**src/rtl/sram_ctrl_pkg.sv**
```systemverilog
package sram_ctrl_pkg;

   typedef enum logic [2:0] {
      ST_IDLE     = 3'd0,
      ST_RD_ACC   = 3'd1,
      ST_RD_DONE  = 3'd2,
      ST_WR_SU    = 3'd3,
      ST_WR_PULSE = 3'd4,
      ST_WR_HOLD  = 3'd5
   } sram_state_e;

   // Clock cycles needed to cover a minimum time, never less than one.
   function automatic int phase_cycles(input int t_ns, input int period_ns);
      int c;
      c = (t_ns + period_ns - 1) / period_ns;
      if (c < 1) c = 1;
      return c;
   endfunction

   function automatic int imax(input int a, input int b);
      return (a > b) ? a : b;
   endfunction

endpackage

```
**src/rtl/sram_ctrl_timer.sv**
```systemverilog
module sram_ctrl_timer #(
   parameter int MAX_LEN = 4,
   parameter int CNT_W   = 3
) (
   input  logic             clk,
   input  logic             rst,
   input  logic             load,
   input  logic [CNT_W-1:0] load_val,
   output logic             done
);

   generate
      if (MAX_LEN <= 1) begin : g_single
         // Every phase lasts one cycle: no counter is needed.
         logic unused_inputs;
         assign unused_inputs = ^{clk, rst, load, load_val};
         assign done = 1'b1;
      end else begin : g_count
         logic [CNT_W-1:0] cnt_q;

         always_ff @(posedge clk) begin
            if (rst)                  cnt_q <= '0;
            else if (load)            cnt_q <= load_val;
            else if (cnt_q != '0)     cnt_q <= cnt_q - 1'b1;
         end

         assign done = (cnt_q == '0);

         // A loaded count never exceeds the longest phase.
         assert_load_range_R9: assert property (@(posedge clk) disable iff (rst)
            load |-> (int'(load_val) < MAX_LEN));
      end
   endgenerate

endmodule

```
**src/rtl/sram_ctrl_datapath.sv**
```systemverilog
module sram_ctrl_datapath #(
   parameter int ADDR_W = 13,
   parameter int DATA_W = 8
) (
   input  logic              clk,
   input  logic              rst,
   input  logic              accept,
   input  logic              capture,
   input  logic [ADDR_W-1:0] in_addr,
   input  logic [DATA_W-1:0] in_wdata,
   input  logic [DATA_W-1:0] dq_in,
   output logic [ADDR_W-1:0] addr_q,
   output logic [DATA_W-1:0] wdata_q,
   output logic [DATA_W-1:0] rdata_q
);

   always_ff @(posedge clk) begin
      if (rst) begin
         addr_q  <= '0;
         wdata_q <= '0;
      end else if (accept) begin
         addr_q  <= in_addr;
         wdata_q <= in_wdata;
      end
   end

   always_ff @(posedge clk) begin
      if (rst)          rdata_q <= '0;
      else if (capture) rdata_q <= dq_in;
   end

   // Address and write byte stay put for the whole access.
   assert_addr_held_R2: assert property (@(posedge clk) disable iff (rst)
      (!accept && !$past(accept) && !$past(rst)) |-> $stable(addr_q));

endmodule

```
**src/rtl/sram_ctrl_fsm.sv**
```systemverilog
module sram_ctrl_fsm
   import sram_ctrl_pkg::*;
#(
   parameter int RD_CYC = 1,
   parameter int SU_CYC = 1,
   parameter int WP_CYC = 1,
   parameter int HD_CYC = 1,
   parameter int CNT_W  = 1
) (
   input  logic             clk,
   input  logic             rst,
   input  logic             req,
   input  logic             wr,
   input  logic             tmr_done,
   output logic             ready,
   output logic             accept,
   output logic             capture,
   output logic             tmr_load,
   output logic [CNT_W-1:0] tmr_val,
   output logic             cs_n,
   output logic             oe_n,
   output logic             we_n,
   output logic             dq_oe,
   output logic             rvalid
);

   localparam logic [CNT_W-1:0] RD_LD = CNT_W'(RD_CYC - 1);
   localparam logic [CNT_W-1:0] SU_LD = CNT_W'(SU_CYC - 1);
   localparam logic [CNT_W-1:0] WP_LD = CNT_W'(WP_CYC - 1);
   localparam logic [CNT_W-1:0] HD_LD = CNT_W'(HD_CYC - 1);

   sram_state_e state_q, state_d;

   assign ready  = (state_q == ST_IDLE);
   assign accept = ready && req;

   always_comb begin
      state_d  = state_q;
      tmr_load = 1'b0;
      tmr_val  = '0;
      capture  = 1'b0;
      unique case (state_q)
         ST_IDLE: begin
            if (req) begin
               tmr_load = 1'b1;
               if (wr) begin
                  state_d = ST_WR_SU;
                  tmr_val = SU_LD;
               end else begin
                  state_d = ST_RD_ACC;
                  tmr_val = RD_LD;
               end
            end
         end
         ST_RD_ACC: begin
            if (tmr_done) begin
               capture = 1'b1;
               state_d = ST_RD_DONE;
            end
         end
         ST_RD_DONE: state_d = ST_IDLE;
         ST_WR_SU: begin
            if (tmr_done) begin
               state_d  = ST_WR_PULSE;
               tmr_load = 1'b1;
               tmr_val  = WP_LD;
            end
         end
         ST_WR_PULSE: begin
            if (tmr_done) begin
               state_d  = ST_WR_HOLD;
               tmr_load = 1'b1;
               tmr_val  = HD_LD;
            end
         end
         ST_WR_HOLD: begin
            if (tmr_done) state_d = ST_IDLE;
         end
         default: state_d = ST_IDLE;
      endcase
   end

   // Strobes are registered from the next state so the pins never glitch.
   always_ff @(posedge clk) begin
      if (rst) begin
         state_q <= ST_IDLE;
         cs_n    <= 1'b1;
         oe_n    <= 1'b1;
         we_n    <= 1'b1;
         dq_oe   <= 1'b0;
         rvalid  <= 1'b0;
      end else begin
         state_q <= state_d;
         cs_n    <= !(state_d inside {ST_RD_ACC, ST_WR_SU, ST_WR_PULSE, ST_WR_HOLD});
         oe_n    <= (state_d != ST_RD_ACC);
         we_n    <= (state_d != ST_WR_PULSE);
         dq_oe   <= (state_d inside {ST_WR_PULSE, ST_WR_HOLD});
         rvalid  <= (state_d == ST_RD_DONE);
      end
   end

   assert_idle_deselect_R3: assert property (@(posedge clk) disable iff (rst)
      ready |-> (cs_n && !dq_oe));

   assert_no_overlap_R11: assert property (@(posedge clk) disable iff (rst)
      !(!we_n && !oe_n));

   assert_no_drive_on_read_R11: assert property (@(posedge clk) disable iff (rst)
      dq_oe |-> oe_n);

   assert_write_strobe_R6: assert property (@(posedge clk) disable iff (rst)
      !we_n |-> (!cs_n && dq_oe && oe_n));

   assert_read_strobe_R4: assert property (@(posedge clk) disable iff (rst)
      !oe_n |-> (!cs_n && we_n));

   assert_rvalid_single_R4: assert property (@(posedge clk) disable iff (rst)
      rvalid |=> !rvalid);

   assert_rvalid_released_R5: assert property (@(posedge clk) disable iff (rst)
      rvalid |-> (cs_n && oe_n));

   assert_hold_drive_R8: assert property (@(posedge clk) disable iff (rst)
      (!$past(rst) && $rose(we_n)) |-> (dq_oe && !cs_n));

endmodule

```
**src/rtl/async_sram_ctrl.sv**
```systemverilog
module async_sram_ctrl
   import sram_ctrl_pkg::*;
#(
   parameter int ADDR_W        = 13,
   parameter int DATA_W        = 8,
   parameter int CLK_PERIOD_NS = 20,
   parameter int T_AA_NS       = 10,
   parameter int T_ACE_NS      = 10,
   parameter int T_DOE_NS      = 5,
   parameter int T_RC_NS       = 10,
   parameter int T_SA_NS       = 0,
   parameter int T_PWE_NS      = 8,
   parameter int T_SD_NS       = 8,
   parameter int T_SCE_NS      = 9,
   parameter int T_WC_NS       = 10,
   parameter int T_HA_NS       = 0,
   parameter int T_HD_NS       = 0
) (
   input  logic              clk,
   input  logic              rst,
   input  logic              user_req,
   output logic              user_ready,
   input  logic              user_wr,
   input  logic [ADDR_W-1:0] user_addr,
   input  logic [DATA_W-1:0] user_wdata,
   output logic [DATA_W-1:0] user_rdata,
   output logic              user_rvalid,
   output logic [ADDR_W-1:0] sram_addr,
   output logic              sram_cs_n,
   output logic              sram_oe_n,
   output logic              sram_we_n,
   output logic [DATA_W-1:0] sram_dq_o,
   output logic              sram_dq_oe,
   input  logic [DATA_W-1:0] sram_dq_i
);

   localparam int RD_CYC = imax(imax(phase_cycles(T_AA_NS, CLK_PERIOD_NS),
                                     phase_cycles(T_ACE_NS, CLK_PERIOD_NS)),
                                imax(phase_cycles(T_DOE_NS, CLK_PERIOD_NS),
                                     phase_cycles(T_RC_NS, CLK_PERIOD_NS)));
   localparam int SU_CYC = phase_cycles(T_SA_NS, CLK_PERIOD_NS);
   localparam int HD_CYC = imax(phase_cycles(T_HA_NS, CLK_PERIOD_NS),
                                phase_cycles(T_HD_NS, CLK_PERIOD_NS));
   localparam int WP_RAW = imax(imax(phase_cycles(T_PWE_NS, CLK_PERIOD_NS),
                                     phase_cycles(T_SD_NS, CLK_PERIOD_NS)),
                                imax(phase_cycles(T_SCE_NS, CLK_PERIOD_NS) - SU_CYC,
                                     phase_cycles(T_WC_NS, CLK_PERIOD_NS) - SU_CYC - HD_CYC));
   localparam int WP_CYC  = imax(WP_RAW, 1);
   localparam int MAX_LEN = imax(imax(RD_CYC, SU_CYC), imax(WP_CYC, HD_CYC));
   localparam int CNT_W   = $clog2(MAX_LEN + 1);

   generate
      if (ADDR_W < 1 || DATA_W < 1) begin : g_bad_width
         $error("async_sram_ctrl: address and data widths must be positive");
      end
      if (CLK_PERIOD_NS < 1) begin : g_bad_period
         $error("async_sram_ctrl: clock period must be at least 1 ns");
      end
      if (T_AA_NS < 0 || T_ACE_NS < 0 || T_DOE_NS < 0 || T_RC_NS < 0 ||
          T_SA_NS < 0 || T_PWE_NS < 0 || T_SD_NS < 0 || T_SCE_NS < 0 ||
          T_WC_NS < 0 || T_HA_NS < 0 || T_HD_NS < 0) begin : g_bad_time
         $error("async_sram_ctrl: timing parameters must not be negative");
      end
   endgenerate

   logic             accept, capture, tmr_load, tmr_done;
   logic [CNT_W-1:0] tmr_val;

   sram_ctrl_timer #(
      .MAX_LEN (MAX_LEN),
      .CNT_W   (CNT_W)
   ) u_timer (
      .clk      (clk),
      .rst      (rst),
      .load     (tmr_load),
      .load_val (tmr_val),
      .done     (tmr_done)
   );

   sram_ctrl_fsm #(
      .RD_CYC (RD_CYC),
      .SU_CYC (SU_CYC),
      .WP_CYC (WP_CYC),
      .HD_CYC (HD_CYC),
      .CNT_W  (CNT_W)
   ) u_fsm (
      .clk      (clk),
      .rst      (rst),
      .req      (user_req),
      .wr       (user_wr),
      .tmr_done (tmr_done),
      .ready    (user_ready),
      .accept   (accept),
      .capture  (capture),
      .tmr_load (tmr_load),
      .tmr_val  (tmr_val),
      .cs_n     (sram_cs_n),
      .oe_n     (sram_oe_n),
      .we_n     (sram_we_n),
      .dq_oe    (sram_dq_oe),
      .rvalid   (user_rvalid)
   );

   sram_ctrl_datapath #(
      .ADDR_W (ADDR_W),
      .DATA_W (DATA_W)
   ) u_datapath (
      .clk      (clk),
      .rst      (rst),
      .accept   (accept),
      .capture  (capture),
      .in_addr  (user_addr),
      .in_wdata (user_wdata),
      .dq_in    (sram_dq_i),
      .addr_q   (sram_addr),
      .wdata_q  (sram_dq_o),
      .rdata_q  (user_rdata)
   );

   assert_reset_idle_R1: assert property (@(posedge clk) disable iff (rst)
      $past(rst) |-> (user_ready && sram_cs_n && sram_oe_n && sram_we_n && !sram_dq_oe));

endmodule

```
**config.mk**
```make
export PLATFORM = sky130hd
export DESIGN_NAME = async_sram_ctrl
export DESIGN_NICKNAME = d
export VERILOG_FILES = /design/src/rtl/sram_ctrl_pkg.sv /design/src/rtl/sram_ctrl_timer.sv /design/src/rtl/sram_ctrl_datapath.sv /design/src/rtl/sram_ctrl_fsm.sv /design/src/rtl/async_sram_ctrl.sv
export SDC_FILE = /design/constraint.sdc
export NUM_CORES = 1
export LEC_CHECK = 0
export BUFFER_PORTS_ARGS = -buffer_cell sky130_fd_sc_hd__buf_2
export CAP_MARGIN = 25
export CORE_MARGIN = 2
export CORE_UTILIZATION = 47
export CTS_CLUSTER_SIZE = 40
export DETAILED_ROUTE_END_ITERATION = 10
export GPL_ROUTABILITY_DRIVEN = 0
export PLACE_DENSITY = 0.83
export SETUP_SLACK_MARGIN = 0.5
export SYNTH_ARGS = -nofsm -noshare
export SYNTH_HDL_FRONTEND = slang
export SYNTH_SLANG_ARGS = --single-unit
```
**constraint.sdc**
```tcl
create_clock -name clk -period 3.7 [get_ports clk]
set_clock_uncertainty 0.2 [all_clocks]
set_input_delay 0.555 -clock clk [delete_from_list [all_inputs] [get_ports clk]]
set_output_delay 0.555 -clock clk [all_outputs]
set_load 0.1 [all_outputs]
```
==> results.py <==
metrics = {
    "outcome": {
        "status": "finished clean",
    },
    "placed_design": {
        "numPortBuffers": 67,
        "dp.cells": 241,
        "hpwl_um": 1930,
        "pre_cts_ws_ns": 1.61,
        "placed_area_um2": 1630,
    },
    "clock_tree": {
        "htreeDepth": 2,
        "cts_setup_buffers": 0,
        "cts_sinks": 37,
        "cts_hold_buf": 0,
        "path_clk_slew_ns": 0.10,
        "cts.path.max_buffers": 2,
        "cts_buffers": 5,
        "root_buffer": "clkbuf_4",
        "ctsResizeCount": 0,
        "cts_tree": "done",
        "clock_latency_ns": 0.33,
    },
    "pwr": {
        "p_leak_nw": 0.799,
        "power_frac_clock_pct": 22.5,
        "intPower_w": 0.000562,
        "p_per_area_nw_per_um2": 540,
        "peakVddDrop_mv": 0.416,
        "finalPower_w": 0.000917,
        "swShare_pct": 38.7,
        "p_seq_share_pct": 47.8,
        "power.switching_w": 0.000355,
        "pwr-share-comb_pct": 29.7,
    },
    "logic_synthesis": {
        "ys_seq_area_share_pct": 56.7,
        "postSynthAreaPerCell_um2": 8.49,
        "ys_seq_elements": 37,
        "synth_warnings": 0,
        "synth_cell_type_count": 19,
        "synthCells": 154,
        "synth_nets": 187,
        "syn_area_um2": 1310,
    },
    "die": {
        "fp.dieW_um": 56.7,
        "io_pins": 68,
        "die_h_um": 56.7,
        "initial_utilization_pct": 48.2,
        "core_region_area_um2": 2710,
        "fp-row-count": 19,
        "die_area_um2": 3220,
    },
    "worst_setup_path": {
        "required_ns": 2.94,
        "path_max_fanout": 11,
        "critPathArrivalTime_ns": 1.40,
        "r2r-start": "u_fsm.state_q[1]",
        "crit_start": "u_fsm.state_q[1]",
        "crit_type": "reg -> out",
        "end_kind": "primary output",
        "startpoint_type": "register",
    },
    "route": {
        "drc": 0,
        "via_per_inst": 4.76,
        "dr.pass1.iters": 3,
        "num_vias": 1185,
        "wirelength_um": 2730,
        "wl_per_cell_um": 11.0,
        "drt_iter0_drc": 27,
        "drtAntennaViolNets": 0,
    },
    "global_routing": {
        "met1_usage_pct": 21.9,
        "grt_overflow": 0,
        "grt_pass1_wl_um": 4350,
        "grt_pass1_vias": 999,
        "grt_usage_pct": 17.7,
        "antenna_found_initial": 0,
        "gr-max-usage-layer": "met2",
        "grtUsageMet3_pct": 8.76,
        "grt_max_degree": 34,
        "grtUsageMet2_pct": 26.2,
    },
    "sta": {
        "rsz0062_at_grt": "false",
        "setup_viol": 0,
        "max_freq_mhz": 464,
        "worstMarginPinSlew_ns": 0.661,
        "finalCriticalPeriod_ns": 2.16,
        "timing.final.crit_share_pct": 58.3,
        "slew_viol_final": 0,
        "setup_tns_ns": 0,
        "hold_violations": 0,
        "finalWorstSetupSlack_ns": 1.54,
        "slew_headroom_pct": 55.9,
    },
    "final_layout": {
        "diodes": 0,
        "finalNetCount": 251,
        "instances_no_fill": 249,
        "syn_to_final_growth_pct": 30.0,
        "drive_gt1_share_pct": 37.6,
        "design_area_um2": 1700,
    },
    "hold_path": {
        "min-delay-start": "user_addr[9]",
        "hold_path.class": "in -> reg",
    },
    "run": {
        "drv_cap": 0,
    },
}
power by group through the flow:
| stage | combinational (W) | sequential, W | clock [W] |
|---|---|---|---|
| global placement | 0.000269 | 0.000447 | 0 |
| CTS | 0.000271 | 0.000439 | 0.000214 |
| floorplan | 0.0000688 | 0.000603 | 0 |
| finish | 0.000272 | 0.000438 | 0.000207 |
| detailed placement | 0.000271 | 0.000448 | 0 |
| global route | 0.000285 | 0.000442 | 0.000234 |
per-stage QoR:
| step | utilization [%] | hold slack, ns |
|---|---|---|
| 2_1_floorplan | - | 0.307 |
| 3_3_place_gp | 60.2 | 0.240 |
| 3_5_place_dp | 60.2 | 0.247 |
| 4_1_cts | 62.3 | 0.233 |
| 5_1_grt | 62.7 | 0.228 |
| 6_report | 62.7 | 0.244 |
registers in the layout, summed over array words and instances, names as in the netlist:
signal,cells
u_fsm.oe_n,1
u_fsm.cs_n,1
u_fsm.state_q,3
u_fsm.we_n,1
u_fsm.dq_oe,1
u_datapath.addr_q,13
u_datapath.rdata_q,8
u_fsm.rvalid,1
u_datapath.wdata_q,8
logic make-up after synthesis:
kind of cell | Yosys count | synth area share [%]
AND/OR/NAND/NOR | 73 | 25.5
flip-flops | 37 | 56.7
AO/OA/AOI/OAI | 32 | 12.8
buffers and inverters | 12 | 5.07
layout by cell type (no fill, tap or decap):
| cell type | netlist | routed |
|---|---|---|
| nor4b_4 | 0 | 1 |
| a31o_2 | 2 | 2 |
| or4b_1 | 1 | 1 |
| or4b_4 | 1 | 1 |
| dfxtp_1 | 37 | 37 |
| or3b_2 | 1 | 1 |
| clkbuf_1 | 4 | 1 |
| nor3b_2 | 1 | 1 |
| clkbuf_4 | 0 | 5 |
| nor4_1 | 1 | 1 |
| nand2_1 | 58 | 58 |
| buf_2 | 5 | 67 |
| or3_4 | 1 | 1 |
| nand3_1 | 1 | 1 |
| nor4b_1 | 1 | 1 |
| nor2_1 | 5 | 5 |
| clkbuf_8 | 0 | 1 |
| inv_1 | 1 | 1 |
| nor3_2 | 0 | 1 |
| a21oi_1 | 30 | 30 |
| buf_6 | 2 | 1 |
critical path, cell delays in order, from the launching register on:
cell and delay (ns):
dfxtp_1 0.45, nor3_2 0.18, buf_2 0.44
layout make-up:
cell class | instances | area, um^2
Timing Repair Buffer | 68 | 347
Sequential cell | 37 | 741
Multi-Input combinational cell | 105 | 514
Tap cell | 31 | 38.8
Inverter | 1 | 3.75
Fill cell | 258 | 1010
Clock buffer | 7 | 55.1
Yosys cell counts:
cell type | number | area, um^2
nand3_1 | 1 | 5.00
or3_4 | 1 | 11.3
or3b_2 | 1 | 8.76
nand2_1 | 58 | 218
nor4b_2 | 1 | 15.0
nor4_1 | 1 | 6.26
buf_2 | 5 | 25.0
nor4b_1 | 1 | 8.76
inv_1 | 1 | 3.75
buf_6 | 2 | 22.5
dfxtp_1 | 37 | 741
nor2_1 | 5 | 18.8
or4b_1 | 1 | 10.0
a31o_2 | 2 | 17.5
nor3_1 | 1 | 5.00
nor3b_2 | 1 | 12.5
or4b_4 | 1 | 13.8
clkbuf_1 | 4 | 15.0
a21oi_1 | 30 | 150
layer usage:
layer | wire [um] | part of all wire [%]
met4 | 36 | 1.3
met3 | 269 | 9.8
met2 | 1160 | 42
met5 | 0 | 0
met1 | 1270 | 46
path summary, 6_finish.rpt:
| path | end | slack (ns) | cells past startpoint |
|---|---|---|---|
| worst max-delay path | user_ready | 1.54 | 2 |
| worst min-delay path | u_datapath.addr_q[9] | 0.24 | 3 |
| worst max register to register | u_datapath.addr_q[4] | 1.78 | 3 |
| worst min register to register | u_datapath.wdata_q[1] | 0.26 | 2 |
Power figures use the tool's default switching activity.
